==> src/rtl/acc_alu_pkg.sv <==
package acc_alu_pkg;
  typedef enum logic [3:0] {
    OP_ADD  = 4'd0,
    OP_DADD = 4'd1,
    OP_AND  = 4'd2,
    OP_OR   = 4'd3,
    OP_XOR  = 4'd4,
    OP_CMP  = 4'd5,
    OP_SHR1 = 4'd6,
    OP_SHR4 = 4'd7,
    OP_SHL1 = 4'd8,
    OP_SHL4 = 4'd9,
    OP_COM  = 4'd10,
    OP_LNK  = 4'd11,
    OP_INC  = 4'd12,
    OP_CLR  = 4'd13,
    OP_LDS  = 4'd14,
    OP_LD   = 4'd15
  } alu_op_e;

  typedef struct packed {
    logic c;
    logic z;
    logic s;
    logic o;
  } alu_flags_t;
endpackage

==> src/rtl/acc_alu_bin_add.sv <==
module acc_alu_bin_add #(
  parameter int W = 8
) (
  input  logic [W-1:0] a,
  input  logic [W-1:0] b,
  input  logic         cin,
  output logic [W-1:0] sum,
  output logic         cout,
  output logic         ovf
);
  logic [W:0] wide;

  always_comb begin
    wide = {1'b0, a} + {1'b0, b} + {{W{1'b0}}, cin};
    sum  = wide[W-1:0];
    cout = wide[W];
    ovf  = (a[W-1] == b[W-1]) && (wide[W-1] != a[W-1]);
  end
endmodule

==> src/rtl/acc_alu_dec_add.sv <==
module acc_alu_dec_add #(
  parameter int W = 8
) (
  input  logic [W-1:0] a,
  input  logic [W-1:0] b,
  output logic [W-1:0] sum,
  output logic         cout
);
  localparam int DIGITS = W / 4;

  logic [DIGITS:0] cy;
  assign cy[0] = 1'b0;

  for (genvar d = 0; d < DIGITS; d++) begin : g_digit
    logic [4:0] raw;
    logic       fix;
    always_comb begin
      raw = {1'b0, a[4*d +: 4]} + {1'b0, b[4*d +: 4]} + {4'b0, cy[d]};
      fix = (raw > 5'd9);
    end
    assign sum[4*d +: 4] = raw[3:0] + (fix ? 4'd6 : 4'd0);
    assign cy[d+1]       = fix;
  end

  assign cout = cy[DIGITS];
endmodule

==> src/rtl/acc_alu_logic_unit.sv <==
module acc_alu_logic_unit
  import acc_alu_pkg::*;
#(
  parameter int W = 8
) (
  input  alu_op_e      op,
  input  logic [W-1:0] a,
  input  logic [W-1:0] b,
  output logic [W-1:0] res
);
  localparam int NIB = 4;

  always_comb begin
    unique case (op)
      OP_AND:  res = a & b;
      OP_OR:   res = a | b;
      OP_XOR:  res = a ^ b;
      OP_COM:  res = ~a;
      OP_SHR1: res = a >> 1;
      OP_SHR4: res = a >> NIB;
      OP_SHL1: res = a << 1;
      OP_SHL4: res = a << NIB;
      default: res = '0;
    endcase
  end
endmodule

==> src/rtl/acc_alu_flag_reg.sv <==
module acc_alu_flag_reg
  import acc_alu_pkg::*;
(
  input  logic       clk,
  input  logic       rst_n,
  input  logic       load_en,
  input  alu_flags_t d,
  output alu_flags_t q
);
  alu_flags_t q_nxt;

  always_comb begin
    q_nxt = q;
    if (load_en) q_nxt = d;
  end

  always_ff @(posedge clk or negedge rst_n) begin
    if (!rst_n) q <= '0;
    else        q <= q_nxt;
  end
endmodule

==> src/rtl/acc_alu.sv <==
module acc_alu
  import acc_alu_pkg::*;
#(
  parameter int W = 8
) (
  input  logic         clk,
  input  logic         rst_n,
  input  logic         op_valid,
  input  logic [3:0]   op_code,
  input  logic [W-1:0] acc_in,
  input  logic [W-1:0] opnd_in,
  output logic [W-1:0] result,
  output logic         acc_we,
  output logic         flag_c,
  output logic         flag_z,
  output logic         flag_s,
  output logic         flag_o
);
  localparam int NIB = 4;

  // reset: asserts at once, releases after two clock edges
  logic [1:0] rst_q;
  logic       rst_n_sync;
  always_ff @(posedge clk or negedge rst_n) begin
    if (!rst_n) rst_q <= 2'b00;
    else        rst_q <= {rst_q[0], 1'b1};
  end
  assign rst_n_sync = rst_q[1];

  alu_op_e    op;
  alu_flags_t flags_q;
  alu_flags_t flags_d;
  logic       flags_ld;

  assign op = alu_op_e'(op_code);

  logic [W-1:0] add_a, add_b, add_sum;
  logic         add_cin, add_cout, add_ovf;
  logic [W-1:0] dec_sum, lu_res;
  logic         dec_cout, dec_ovf;

  always_comb begin
    add_a   = acc_in;
    add_b   = opnd_in;
    add_cin = 1'b0;
    unique case (op)
      OP_CMP: begin add_a = opnd_in; add_b = ~acc_in; add_cin = 1'b1; end
      OP_LNK: begin add_b = '0; add_cin = flags_q.c; end
      OP_INC: begin add_b = '0; add_cin = 1'b1; end
      default: ;
    endcase
  end

  acc_alu_bin_add #(.W(W)) u_add (
    .a(add_a), .b(add_b), .cin(add_cin),
    .sum(add_sum), .cout(add_cout), .ovf(add_ovf)
  );

  acc_alu_dec_add #(.W(W)) u_dec (
    .a(acc_in), .b(opnd_in), .sum(dec_sum), .cout(dec_cout)
  );

  assign dec_ovf = (acc_in[W-1] == opnd_in[W-1]) && (dec_sum[W-1] != acc_in[W-1]);

  acc_alu_logic_unit #(.W(W)) u_lu (
    .op(op), .a(acc_in), .b(opnd_in), .res(lu_res)
  );

  logic [W-1:0] flag_src;

  always_comb begin
    result   = acc_in;
    flag_src = acc_in;
    flags_d  = flags_q;
    flags_ld = 1'b0;
    unique case (op)
      OP_ADD, OP_LNK, OP_INC, OP_CMP: begin
        flag_src  = add_sum;
        result    = (op == OP_CMP) ? acc_in : add_sum;
        flags_d.c = add_cout;
        flags_d.o = add_ovf;
        flags_ld  = 1'b1;
      end
      OP_DADD: begin
        flag_src  = dec_sum;
        result    = dec_sum;
        flags_d.c = dec_cout;
        flags_d.o = dec_ovf;
        flags_ld  = 1'b1;
      end
      OP_AND, OP_OR, OP_XOR, OP_COM,
      OP_SHR1, OP_SHR4, OP_SHL1, OP_SHL4: begin
        flag_src  = lu_res;
        result    = lu_res;
        flags_d.c = 1'b0;
        flags_d.o = 1'b0;
        flags_ld  = 1'b1;
      end
      OP_CLR: result = '0;
      OP_LDS: result = {{(W-NIB){1'b0}}, opnd_in[NIB-1:0]};
      OP_LD:  result = opnd_in;
      default: ;
    endcase
    flags_d.z = (flag_src == '0);
    flags_d.s = (op == OP_SHR1 || op == OP_SHR4) ? 1'b1 : ~flag_src[W-1];
    if (!flags_ld) flags_d = flags_q;
  end

  assign acc_we = op_valid && (op != OP_CMP);

  acc_alu_flag_reg u_flags (
    .clk(clk), .rst_n(rst_n_sync), .load_en(op_valid && flags_ld),
    .d(flags_d), .q(flags_q)
  );

  assign flag_c = flags_q.c;
  assign flag_z = flags_q.z;
  assign flag_s = flags_q.s;
  assign flag_o = flags_q.o;
endmodule

==> config.mk <==
export PLATFORM = sky130hd
export DESIGN_NAME = acc_alu
export DESIGN_NICKNAME = d
export VERILOG_FILES = /design/src/rtl/acc_alu_pkg.sv /design/src/rtl/acc_alu_bin_add.sv /design/src/rtl/acc_alu_dec_add.sv /design/src/rtl/acc_alu_logic_unit.sv /design/src/rtl/acc_alu_flag_reg.sv /design/src/rtl/acc_alu.sv
export SDC_FILE = /design/constraint.sdc
export NUM_CORES = 1
export LEC_CHECK = 0
export ABC_AREA = 1
export BUFFER_PORTS_ARGS = -buffer_cell sky130_fd_sc_hd__buf_2
export CAP_MARGIN = 15
export CORE_ASPECT_RATIO = 0.7
export CORE_UTILIZATION = 30
export DETAILED_ROUTE_END_ITERATION = 12
export HOLD_SLACK_MARGIN = 0.06
export SLEW_MARGIN = 15
export SYNTH_ARGS = -nofsm -noshare
export SYNTH_HDL_FRONTEND = slang
export SYNTH_SLANG_ARGS = --single-unit
==> constraint.sdc <==
create_clock -name clk -period 14.56 [get_ports clk]
set_input_delay 2.912 -clock clk [delete_from_list [all_inputs] [get_ports clk]]
set_output_delay 2.912 -clock clk [all_outputs]
set_load 0.02 [all_outputs]
Yosys cells after proc, flatten, opt, wreduce, memory -nomap -nowiden. Index checks and enable logic that the tools add are counted.

Reductions and logical operators: 15. $add $sub $neg: 7. Order comparisons: 2. Equal/unequal tests: 20. Bitwise logic cells: 5. Muxes and demuxes: 13.

Operator list (number): 8-bit one-hot mux with 8 select lines (1); 8-bit one-hot mux with 6 select lines (1); 4-bit == test, second input constant (8); 8-bit one-hot mux with 3 select lines (1); 4-bit by 3-bit == test with 1-bit output, second input constant (4); 8-bit two-way mux (2); 8-bit one-hot mux with 2 select lines (1); 13-bit OR reduction (1); 4-bit by 4-bit adder with 5-bit output (2); 5-bit by 4-bit greater-than comparator with 1-bit output, second input constant (2); 8-bit by 8-bit adder with 9-bit output (1); 9-bit by 1-bit adder with 9-bit output (1); 4-bit adder (2); 8-bit bitwise AND (1); 4-bit by 2-bit == test with 1-bit output, second input constant (2); 8-bit logical NOT (1); 8-bit inverter (1); 8-bit OR (1); 8-bit OR reduction (1); 8-bit XOR (1); 3-bit two-way mux (2); 1-bit one-hot mux with 3 select lines (2); 5-bit by 1-bit adder with 5-bit output (1); 4-bit by 1-bit == test with 1-bit output, second input constant (1); 14 further kinds (21).

Bits in registers: 6. Word-level logic and storage cells: 67. Output and inout bits: 13. Input port bits: 23.

Depth between registers and ports, before layout.
Word-level depth: 9. Depth in mapped cells: 25.

Hierarchy. From an unflattened synthesis, not the netlist that was laid out.

Cell total of the unflattened synthesis: 470. Area, all modules: 2667.6 µm².

By module, submodules not included: acc_alu_logic_unit (times used 1, cells each 162, seq. area each 0.0 µm², area each 845.8 µm²); acc_alu (times used 1, cells each 160, seq. area each 50.0 µm², area each 814.5 µm²); acc_alu_dec_add (times used 1, cells each 73, seq. area each 0.0 µm², area each 471.7 µm²); acc_alu_bin_add (times used 1, cells each 58, seq. area each 0.0 µm², area each 386.6 µm²); acc_alu_flag_reg (times used 1, cells each 17, seq. area each 100.1 µm², area each 148.9 µm²).

Worst setup path before layout. Ideal clock, no wire load.

Path kind: input to output. Start point: input port acc_in[1]. End point: output port result[6]. Setup slack: 5530 ps. Data arrival time: 6118 ps. Cell stages on the path: 21. Path buffers: 0. Data required time: 11648 ps. Cells stage by stage: inv_1 -> ha_1 -> nand2_1 -> nand2_1 -> nand2_1 -> nand3_1 -> nand3_1 -> nand2_1 -> fa_1 -> fa_1 -> nor2_1 -> nor2_1 -> o21ai_0 -> nand2_1 -> ha_1 -> inv_1 -> fa_1 -> or2_1 -> nand3_1 -> a21oi_1 -> o21ai_1.

Word-level cells in the longest chain between the ends: 7. Elaborated cells between the ends (all ways): 13.

Ends and longest elaborated chain: from (decl) (line acc_alu.sv:10) `input logic [W-1:0] acc_in,`; 4-bit by 4-bit adder with 5-bit output (line acc_alu_dec_add.sv:18) `raw = {1'b0, a[4*d +: 4]} + {1'b0, b[4*d +: 4]} + {4'b0, cy[d]};`; 5-bit by 4-bit greater-than comparator with 1-bit output (line acc_alu_dec_add.sv:19) `fix = (raw > 5'd9);`; 5-bit by 1-bit adder with 5-bit output (line acc_alu_dec_add.sv:18); 5-bit by 4-bit greater-than comparator with 1-bit output (line acc_alu_dec_add.sv:19); 3-bit two-way mux (line acc_alu_dec_add.sv:21) `assign sum[4*d +: 4] = raw[3:0] + (fix ? 4'd6 : 4'd0);`; 4-bit adder (line acc_alu_dec_add.sv:21); 8-bit one-hot mux with 6 select lines * (line acc_alu.sv:76) `unique case (op)`; to (decl) (line acc_alu.sv:12) `output logic [W-1:0] result,`.

Mark *: on every way between the ends. The rest lies on a longest branch, timed or not.

Worst setup path in the final report. Same ends and word-level chain as after synthesis.

==> summary.txt <==
Outcome
  • Status: completed

STA
  • Final Cycle Share: 66.2%
  • Final WS setup: 4920 ps
  • Final Critical Period: 9640 ps
  • Hold_ws: 58.3 ps
  • Setup TNS: 0 ps
  • Count of pins over their slew limit: 0
  • Skew final: 3.79 ps
  • Worst slew pin tran: 703 ps
  • RSZ-0062 raised after global routing: false
  • Final Hold Vio Count: 0
  • Final setup fails: 0
  • Worst slew margin: 52.8%
  • Fmax: 104 MHz

Drt
  • Met2 wire len: 3070 um
  • DR vias/cell: 5.09
  • Residual DRC: 0
  • M1 wire length: 3840 um
  • Vias: 2755
  • DRT antenna net count: 0
  • WL final: 7760 um
  • Wirelength per Cell: 14.3 um
  • Met3 wire length: 799 um
  • Initial DRC Count: 352
  • 1st-pass router iterations: 5
  • Top Metal Used: met4

Synth
  • Syn avg cell area: 5.62 um2
  • Synth Cell Area: 0.00229 mm2
  • EDFF count, synth: 0
  • Synth Register Bits: 6
  • Library cells used by synthesis: 36
  • Yosys top cell area share: 17.6%
  • Adder-cell area share of the yosys netlist: 19.1%
  • Synth Area in Compound Gates: 15.8%
  • Syn Nets: 462
  • Ys Warns: 0
  • Yosys top cell by area: nand2_1
  • Largest family of logic cells by synthesized area: simple AND/OR/NAND/NOR gates
  • Synth area leaders: nand2_1 (18%), ha_1 (15%), inv_1 (10%), nor2_1 (8.9%), nand3_1 (7.0%)
  • Ys async rst share: 100%
  • Ys flop type: dfrtp_1
  • Post-Syn Instances: 407
  • Mux share of post-synthesis cell area: 0%
  • Simple-gate portion of the synthesized area: 44.0%
  • Post-synthesis xor/xnor area fraction: 2.30%
  • Seq/Total Area, Yosys: 6.56%

CTS
  • CTS Buf Count: 3
  • CTS tree: done
  • Post-CTS sizing: 0
  • Clock Tree Buf Depth: 2
  • Clock Latency Late Sink: 220 ps
  • Post-CTS Setup Inserts: 0
  • Clk root buf: clkbuf_8
  • Reg clk slew, reported paths: 40 ps
  • H-Tree Depth: 1
  • CTS Sinks: 6
  • # hold bufs at CTS: 0

Cells and area
  • # diodes: 0
  • Layout Nets: 500
  • Commonest non-fill, non-tap cell in the layout: nand2_1
  • Synth-to-layout area growth: 14.5%
  • Fraction of layout cells with a size suffix above 1: 15.1%
  • Most frequent cells in the layout: nand2_1 (107), inv_1 (64), nor2_1 (54)

Critical path
  • Crit path capture: result[6]
  • Crit path required time: 11650 ps
  • CP startpoint kind: input pin
  • Critical R2R Launch: u_flags.q[3]
  • Critical Path AT: 6730 ps
  • R2R Path End: u_flags.q[2]
  • Register-to-register setup slack: 11930 ps
  • Kind of critical path: input pin to output port
  • Setup crit end kind: output port
  • Critical Path Fanout Max: 5
  • Origin of the worst setup path: acc_in[1]
  • Worst reg2reg path depth: 15

Floorplanning
  • Initial Util: 31.1%
  • Vert. Die Dim: 75.1 um
  • Core box area: 0.00735 mm2
  • Row count: 26
  • Num ports: 36
  • Full die area: 0.00799 mm2
  • Horiz. Die Dim: 106 um

GRT
  • Largest net degree at the start of global routing: 28
  • Antenna violations before repair: 0
  • Gr ovfl total: 0
  • Total GRT Usage: 20.2%
  • Vias in the first global route: 2498
  • First-pass GRT wire length: 12600 um

Placement
  • Pre-CTS setup slack: 4950 ps
  • Final GP Congestion: 0.963
  • DP Wirelength: 6670 um
  • Port Buffer Count: 35

Power and ir drop
  • Lkg Pwr: 1.44 nW
  • Pwr dens: 61.3 mW/mm2
  • Max VDD drop: 0.0456 mV

Job
  • Max Cap Viol: 0

Min path
  • Hold crit path type: register to asynchronous set/reset pin
-- power breakdown --
group	leakage (nW)	total [W]	internal, W	switching, W
sequential	0.0713	0.0000205	0.0000189	0.00000160
combinational	1.35	0.000115	0.0000399	0.0000753
clock	0.0216	0.0000249	0.0000178	0.00000713
-- through the flow --
step	instance area (um2)	cells	util, %	total power [W]
floorplan	2290	407	-	0.000101
global placement	2580	538	35.1	0.000133
detailed placement	2580	538	35.1	0.000135
CTS	2620	541	35.6	0.000161
global route	2620	541	35.6	0.000179
finish	2620	541	35.6	0.000161
-- Yosys cell counts (5+ instances only) --
cell type and instances:
inv_2 6, dfrtp_1 6, fa_1 5, nand4_1 8, o21ai_1 8, ha_1 27, nor2_1 54, o21ai_0 21
inv_1 64, a21oi_1 17, nand3_1 32, nand2_1 107, nor2_2 7, o22ai_1 6
-- sequential cells by signal, summed over array words and instances (netlist names) --
| signal | count |
|---|---|
| rst_q | 2 |
| u_flags.q | 4 |
-- critical path: stages --
cell and delay, ps:
buf_2 130, inv_1 110, ha_1 380, nand2_1 120, nand2_1 80, nand2_1 80, nand3_1 60, nand3_1 70
nand2_1 150, fa_1 450, fa_1 410, nor2_1 140, nor2_1 70, o21ai_0 140, nand2_1 120, ha_1 200
inv_1 70, fa_1 400, or2_1 230, nand3_1 110, a21oi_1 60, o21ai_1 70, buf_2 170
-- logic make-up (layout without fill, tap and decap cells) --
group,after synthesis,count (layout)
and+or+nand+nor,226,226
buffers and inverters,73,109
AOI/OAI and AO/OA,63,63
adders and majority gates,32,32
xor gates and xnor gates,6,6
DFF,6,6
other,1,1
-- worst min-delay path by stage --
stage,to,slack [ps],cells after the start
floorplan,u_flags.q[0],40,0
global placement,u_flags.q[3],60,0
detailed placement,u_flags.q[0],70,0
CTS,u_flags.q[3],70,0
global route,u_flags.q[3],90,0
finish,u_flags.q[3],60,0
-- metal layers --
layer  vias up  GRT usage (%)
met5         -              0
met4         0           2.47
met3         6           3.29
met2       124           30.5
met1      1236           30.7
li1       1389              -
-- cell type report --
type / instances / area [um2]
Clock buffer: 3 / 41.3
Fill cell: 864 / 4730
Inverter: 71 / 269
Multi-Input combinational cell: 328 / 1860
Sequential cell: 6 / 150
Tap cell: 98 / 123
Timing Repair Buffer: 35 / 175
(Power assumes the default switching activity.)
